<file path="src/rtl/mfm_wr_pkg.sv">
`timescale 1ns/1ps
package mfm_wr_pkg;
  typedef enum logic [1:0] {
    POS_EARLY = 2'd0,
    POS_NOM   = 2'd1,
    POS_LATE  = 2'd2
  } pos_e;

  typedef struct packed {
    logic prv;
    logic cur;
    logic nxt;
  } win_t;
endpackage

</file>
<file path="src/rtl/mfm_cell_timer.sv">
`timescale 1ns/1ps
module mfm_cell_timer #(
  parameter int SLOTS = 8,
  localparam int SW = $clog2(SLOTS)
) (
  input  logic          clk_i,
  input  logic          rst_ni,
  input  logic          gate_i,
  output logic          take_o,
  output logic [SW-1:0] phase_o
);
  localparam logic [SW-1:0] LAST = SW'(SLOTS - 1);

  logic [SW-1:0] slot_q;

  always_ff @(posedge clk_i or negedge rst_ni) begin
    if (!rst_ni)            slot_q <= '0;
    else if (!gate_i)       slot_q <= '0;
    else if (slot_q == LAST) slot_q <= '0;
    else                    slot_q <= slot_q + 1'b1;
  end

  assign take_o  = gate_i && (slot_q == '0);
  // emission phase trails the slot count by one (window shifts at slot 0)
  assign phase_o = (slot_q == '0) ? LAST : slot_q - 1'b1;
endmodule

</file>
<file path="src/rtl/mfm_bit_window.sv">
`timescale 1ns/1ps
module mfm_bit_window
  import mfm_wr_pkg::*;
(
  input  logic clk_i,
  input  logic rst_ni,
  input  logic gate_i,
  input  logic shift_i,
  input  logic data_i,
  output win_t win_o,
  output logic ready_o
);
  localparam win_t WIN_IDLE = '{prv: 1'b1, cur: 1'b1, nxt: 1'b1};

  win_t       win_q;
  logic [1:0] fill_q;

  always_ff @(posedge clk_i or negedge rst_ni) begin
    if (!rst_ni) begin
      win_q  <= WIN_IDLE;
      fill_q <= '0;
    end else if (!gate_i) begin
      win_q  <= WIN_IDLE;
      fill_q <= '0;
    end else if (shift_i) begin
      win_q.prv <= win_q.cur;
      win_q.cur <= win_q.nxt;
      win_q.nxt <= data_i;
      fill_q    <= {fill_q[0], 1'b1};
    end
  end

  assign win_o   = win_q;
  assign ready_o = fill_q[1];
endmodule

</file>
<file path="src/rtl/mfm_precomp_classify.sv">
`timescale 1ns/1ps
module mfm_precomp_classify
  import mfm_wr_pkg::*;
#(
  parameter bit PRECOMP_EN = 1'b1
) (
  input  win_t win_i,
  output logic bnd_en_o,
  output pos_e bnd_pos_o,
  output logic ctr_en_o,
  output pos_e ctr_pos_o
);
  assign ctr_en_o = win_i.cur;
  assign bnd_en_o = !win_i.prv && !win_i.cur;

  if (PRECOMP_EN) begin : g_precomp
    always_comb begin
      // denser ahead -> late, sparser ahead -> early
      if (!win_i.prv && win_i.nxt)      ctr_pos_o = POS_LATE;
      else if (win_i.prv && !win_i.nxt) ctr_pos_o = POS_EARLY;
      else                              ctr_pos_o = POS_NOM;
      bnd_pos_o = win_i.nxt ? POS_EARLY : POS_NOM;
    end
  end else begin : g_plain
    logic unused_nxt;
    assign unused_nxt = win_i.nxt;
    assign ctr_pos_o  = POS_NOM;
    assign bnd_pos_o  = POS_NOM;
  end
endmodule

</file>
<file path="src/rtl/mfm_precomp_wr.sv">
`timescale 1ns/1ps
module mfm_precomp_wr
  import mfm_wr_pkg::*;
#(
  parameter int SLOTS      = 8,
  parameter int STEP       = 1,
  parameter bit PRECOMP_EN = 1'b1
) (
  input  logic clk_i,
  input  logic rst_ni,
  input  logic wr_gate_i,
  input  logic wr_data_i,
  output logic bit_take_o,
  output logic wr_pulse_o,
  output logic wr_level_o
);
  localparam int SW      = $clog2(SLOTS);
  localparam int BND_NOM = STEP;
  localparam int CTR_NOM = SLOTS / 2 + STEP;

  function automatic logic [SW-1:0] slot_of(input pos_e pos, input int nom);
    int v;
    case (pos)
      POS_EARLY: v = nom - STEP;
      POS_LATE:  v = nom + STEP;
      default:   v = nom;
    endcase
    return SW'(v);
  endfunction

  logic [SW-1:0] phase;
  logic          take;
  win_t          win;
  logic          ready;
  logic          bnd_en, ctr_en;
  pos_e          bnd_pos, ctr_pos;
  logic          hit;
  logic          pulse_q, level_q;

  mfm_cell_timer #(.SLOTS(SLOTS)) u_timer (
    .clk_i  (clk_i),
    .rst_ni (rst_ni),
    .gate_i (wr_gate_i),
    .take_o (take),
    .phase_o(phase)
  );

  mfm_bit_window u_window (
    .clk_i  (clk_i),
    .rst_ni (rst_ni),
    .gate_i (wr_gate_i),
    .shift_i(take),
    .data_i (wr_data_i),
    .win_o  (win),
    .ready_o(ready)
  );

  mfm_precomp_classify #(.PRECOMP_EN(PRECOMP_EN)) u_class (
    .win_i    (win),
    .bnd_en_o (bnd_en),
    .bnd_pos_o(bnd_pos),
    .ctr_en_o (ctr_en),
    .ctr_pos_o(ctr_pos)
  );

  always_comb begin
    hit = 1'b0;
    if (ready) begin
      if (bnd_en && phase == slot_of(bnd_pos, BND_NOM)) hit = 1'b1;
      if (ctr_en && phase == slot_of(ctr_pos, CTR_NOM)) hit = 1'b1;
    end
  end

  always_ff @(posedge clk_i or negedge rst_ni) begin
    if (!rst_ni) begin
      pulse_q <= 1'b0;
      level_q <= 1'b0;
    end else if (!wr_gate_i) begin
      pulse_q <= 1'b0;
      level_q <= 1'b0;
    end else begin
      pulse_q <= hit;
      level_q <= level_q ^ pulse_q;
    end
  end

  assign bit_take_o = take;
  assign wr_pulse_o = pulse_q;
  assign wr_level_o = level_q;
endmodule

</file>
<file path="config.mk">
export PLATFORM = sky130hd
export DESIGN_NAME = mfm_precomp_wr
export DESIGN_NICKNAME = d
export VERILOG_FILES = /design/src/rtl/mfm_wr_pkg.sv /design/src/rtl/mfm_cell_timer.sv /design/src/rtl/mfm_bit_window.sv /design/src/rtl/mfm_precomp_classify.sv /design/src/rtl/mfm_precomp_wr.sv
export SDC_FILE = /design/constraint.sdc
export NUM_CORES = 1
export LEC_CHECK = 0
export ABC_CLOCK_PERIOD_IN_PS = 1800
export BUFFER_PORTS_ARGS = -buffer_cell sky130_fd_sc_hd__buf_2
export CAP_MARGIN = 30
export CELL_PAD_IN_SITES_DETAIL_PLACEMENT = 1
export CELL_PAD_IN_SITES_GLOBAL_PLACEMENT = 1
export CORE_MARGIN = 2
export CORE_UTILIZATION = 42
export DETAILED_ROUTE_END_ITERATION = 10
export MAX_ROUTING_LAYER = met4
export PLACE_DENSITY = 0.78
export SLEW_MARGIN = 10
export SYNTH_ARGS = -nofsm -noshare
export SYNTH_HDL_FRONTEND = slang
export SYNTH_HIERARCHICAL = 1
export SYNTH_SLANG_ARGS = --single-unit
export TNS_END_PERCENT = 100
</file>
<file path="constraint.sdc">
create_clock -name clk_i -period 1.8 [get_ports clk_i]
set_input_delay 0.09 -clock clk_i [delete_from_list [all_inputs] [get_ports clk_i]]
set_output_delay 0.09 -clock clk_i [all_outputs]
set_load 0.02 [all_outputs]
</file>
==> out/results.ini <==
[setup_path]
setup.worst_path.end_class=flop
path_common_cell=sky130_fd_sc_hd__inv_1
critical_path_arrival_ns=1.78
r2r-end=wr_pulse_o
worst-path-max-fanout=4
critical-path-max-stage-delay_ns=0.39
ff2ff_setup_slack_ns=0.18
required_ns=1.95
cp_num_buf_inv=2
regToRegStartpoint=u_timer/slot_q[1]
worst_r2r_path_depth=7
cp_max_stage_cell=sky130_fd_sc_hd__dfrtp_1
setup_crit_path_kind=flop to flop
worst_path_dominant_cell_family=compound AO/OA/AOI/OAI gates
cell_by_cell_trace_of_the_critical_path=inv_1 > ha_1 > inv_1 > o21ai_1 > and4bb_2 > a22oi_2 > o22ai_2
cp-start-kind=flop

[final_layout]
seq_area_um2=254
filler_cell_count=150
antenna_cells_inserted=0
final_nets=74
final_cell_area_um2=667
layout_cells_sized_above_1_pct=29.7
area_growth_pct=12.4
multi_input_area_um2=290
finalCoreUtilization_pct=50.6

[timing]
count_of_pins_over_their_slew_limit=0
min_period_over_period_pct=90.1
grt_setup_unrepaired=no
finalHoldViolations=0
fmax_mhz=617
layout_min_cycle_time_ns=1.62
totalNegativeSetupSlack_ns=0
timing.final.setup_violations=0
worst_clock_skew_ns=0.0133

[routing]
drt-initial-drc-count=6
dr.pass1.iters=4
route.vias.total=404
drt_drc_violations_left=0
drt_wl_total_mm=1.07
vias_per_cell=5.11
ant_nets=0
route.detailed.wl_per_inst_um=13.5

[clock_tree]
postCtsSetupBuffers=0
cts.htree.levels=1
clkTransAtPathRegs_ns=0.07
cts_root_buffer=sky130_fd_sc_hd__clkbuf_4
cts_sinks=10
tritoncts_clock_tree=yes
cts_buffers=3
cts-root-to-sink-buffers=2
clk_latency_ns=0.27

[floorplanning]
die_footprint_um2=1730
placeableCoreArea_um2=1320
placementRows=13
starting_density_pct=45.0
chipWidth_um=41.6
die_y_um=41.6
top_level_port_count=7

[global_routing]
grt_pass1_wl_mm=1.88
grt.total_usage_pct=14.7
grt_pass1_vias=438
overflow=0
pin_count_of_the_biggest_net_entering_global_routing=13
grt_antenna_before_repair=0

[worst_hold_path]
hp_start=wr_data_i
worst_hold_path_type=input port to flop
holdPathEnd=u_window/win_o[0]
hold-path-cell-count=3

[synthesis]
net_count_of_the_mapped_netlist=63
syn_area_um2=593
postSynthCellCount=54
synth_cell_type_count=26
postSynth.asyncResetShare_pct=100
netlist_top_cells_count=sky130_fd_sc_hd__dfrtp_1, sky130_fd_sc_hd__inv_1, sky130_fd_sc_hd__ha_1, sky130_fd_sc_hd__nand2_1, sky130_fd_sc_hd__mux2i_1
syn-mean-instance-area_um2=11.0
portion_of_synthesized_cell_area_occupied_by_the_leading_cell_type_pct=29.5
synth_top_cell_by_area=sky130_fd_sc_hd__dfrtp_1
synth.yosys.seq_area_share_pct=42.8
ys_top_cells_by_area=sky130_fd_sc_hd__dfrtp_1, sky130_fd_sc_hd__dfstp_2, sky130_fd_sc_hd__ha_1, sky130_fd_sc_hd__mux2i_1, sky130_fd_sc_hd__inv_1
synth-edff-count=0
post-synth-top-count-cell=sky130_fd_sc_hd__dfrtp_1
yosysWarningCount=6
main_flop_type_after_synthesis=sky130_fd_sc_hd__dfrtp_1
synth-seq-cells=10

[placement]
dpl-instance-area_um2=631
port_buffers=6
gpl.final_weighted_congestion=0.755
place.detailed.hpwl_um=809

[flow_run]
max-cap-violations=0

[power_and_ir_drop]
ir_drop_v=0.000399
power_density_relative_to_cell_area_nw_per_um2=775
total_leakage_power_nw=0.333

[status]
outcome=finished, final reports clean

## state kept, by name, indices dropped and copies added, names as in the netlist
name / cells
u_window/fill_q: 2
u_timer/slot_q: 3
u_window/win_o: 3
wr_level_o: 1
wr_pulse_o: 1
## worst max path at each step
stage | from | end | slack, ns | cells past startpoint
2_1_floorplan | u_timer/slot_q[0] | u_window/fill_q[1] | 0.21 | 7
3_3_place_gp | u_timer/slot_q[1] | wr_pulse_o | 0.11 | 7
3_5_place_dp | u_timer/slot_q[1] | wr_pulse_o | 0.08 | 7
4_1_cts | u_timer/slot_q[1] | wr_pulse_o | 0.07 | 7
5_1_grt | u_timer/slot_q[1] | wr_pulse_o | 0.1 | 7
6_report | u_timer/slot_q[1] | wr_pulse_o | 0.18 | 7
## placed cells by master (no fill, tap or decap), types with 2 or more instances in the layout
cell	synthesis	layout
sky130_fd_sc_hd__inv_1	6	6
sky130_fd_sc_hd__dfrtp_1	7	7
sky130_fd_sc_hd__ha_1	5	5
sky130_fd_sc_hd__mux2i_1	4	4
sky130_fd_sc_hd__buf_2	0	6
sky130_fd_sc_hd__buf_4	2	2
sky130_fd_sc_hd__clkbuf_4	0	3
sky130_fd_sc_hd__dfstp_2	3	3
sky130_fd_sc_hd__nand2_1	5	5
sky130_fd_sc_hd__and2_1	3	3
sky130_fd_sc_hd__xor2_1	2	2
## worst reg2reg max path, cell delays in order, from the launching register on
cell	delay, ns
sky130_fd_sc_hd__dfrtp_1	0.39
sky130_fd_sc_hd__inv_1	0.09
sky130_fd_sc_hd__ha_1	0.17
sky130_fd_sc_hd__inv_1	0.07
sky130_fd_sc_hd__o21ai_1	0.24
sky130_fd_sc_hd__and4bb_2	0.27
sky130_fd_sc_hd__a22oi_2	0.19
sky130_fd_sc_hd__o22ai_2	0.09
## report_power, final
group	internal, mW	total, mW	switching [mW]
combinational	0.0500	0.109	0.0585
sequential	0.238	0.248	0.00977
clock	0.0854	0.161	0.0753
total	0.374	0.517	0.144
## cell families after synthesis
logic type	synth area share, %
buf+inv	8.23
xor+xnor	4.43
compound gates	8.86
simple gates	17.7
fa+ha+maj	10.5
other cells	0.632
flops	42.8
mux	6.75
## timing repair
| item | 4_1_cts | 5_1_grt |
|---|---|---|
| hold buffers | 1 | 0 |
| endpoints found under the hold margin | 10 | 0 |
| gates resized for setup | 0 | 1 |
| endpoints found under the setup margin | 0 | 1 |
## metal layers
metal | global-route usage (%) | up-vias | wire (µm)
li1 | - | 201 | -
met2 | 22.5 | 7 | 500
met1 | 18.4 | 194 | 519
met4 | 7.74 | 0 | 6
met5 | - | - | 0
met3 | 2.61 | 2 | 40
## area by class of cell
cell class | count | area share (%)
multi-input cells | 35 | 43.5
well taps | 15 | 2.81
clock buffers | 4 | 3.94
inverters | 6 | 3.38
repair buffers | 9 | 8.26
flip-flops and latches | 10 | 38.1
## metrics by stage
step	power [mW]	setup WS, ns	hold WS (ns)	instances
6_report	0.517	0.178	0.0636	79
5_1_grt	0.546	0.0986	0.0737	79
4_1_cts	0.526	0.0713	0.0556	79
3_5_place_dp	0.359	0.0834	-0.0420	74
3_3_place_gp	0.355	0.110	-0.0412	74
2_1_floorplan	0.330	0.211	-0.206	54
No activity file was read; power rests on OpenSTA's default activity.
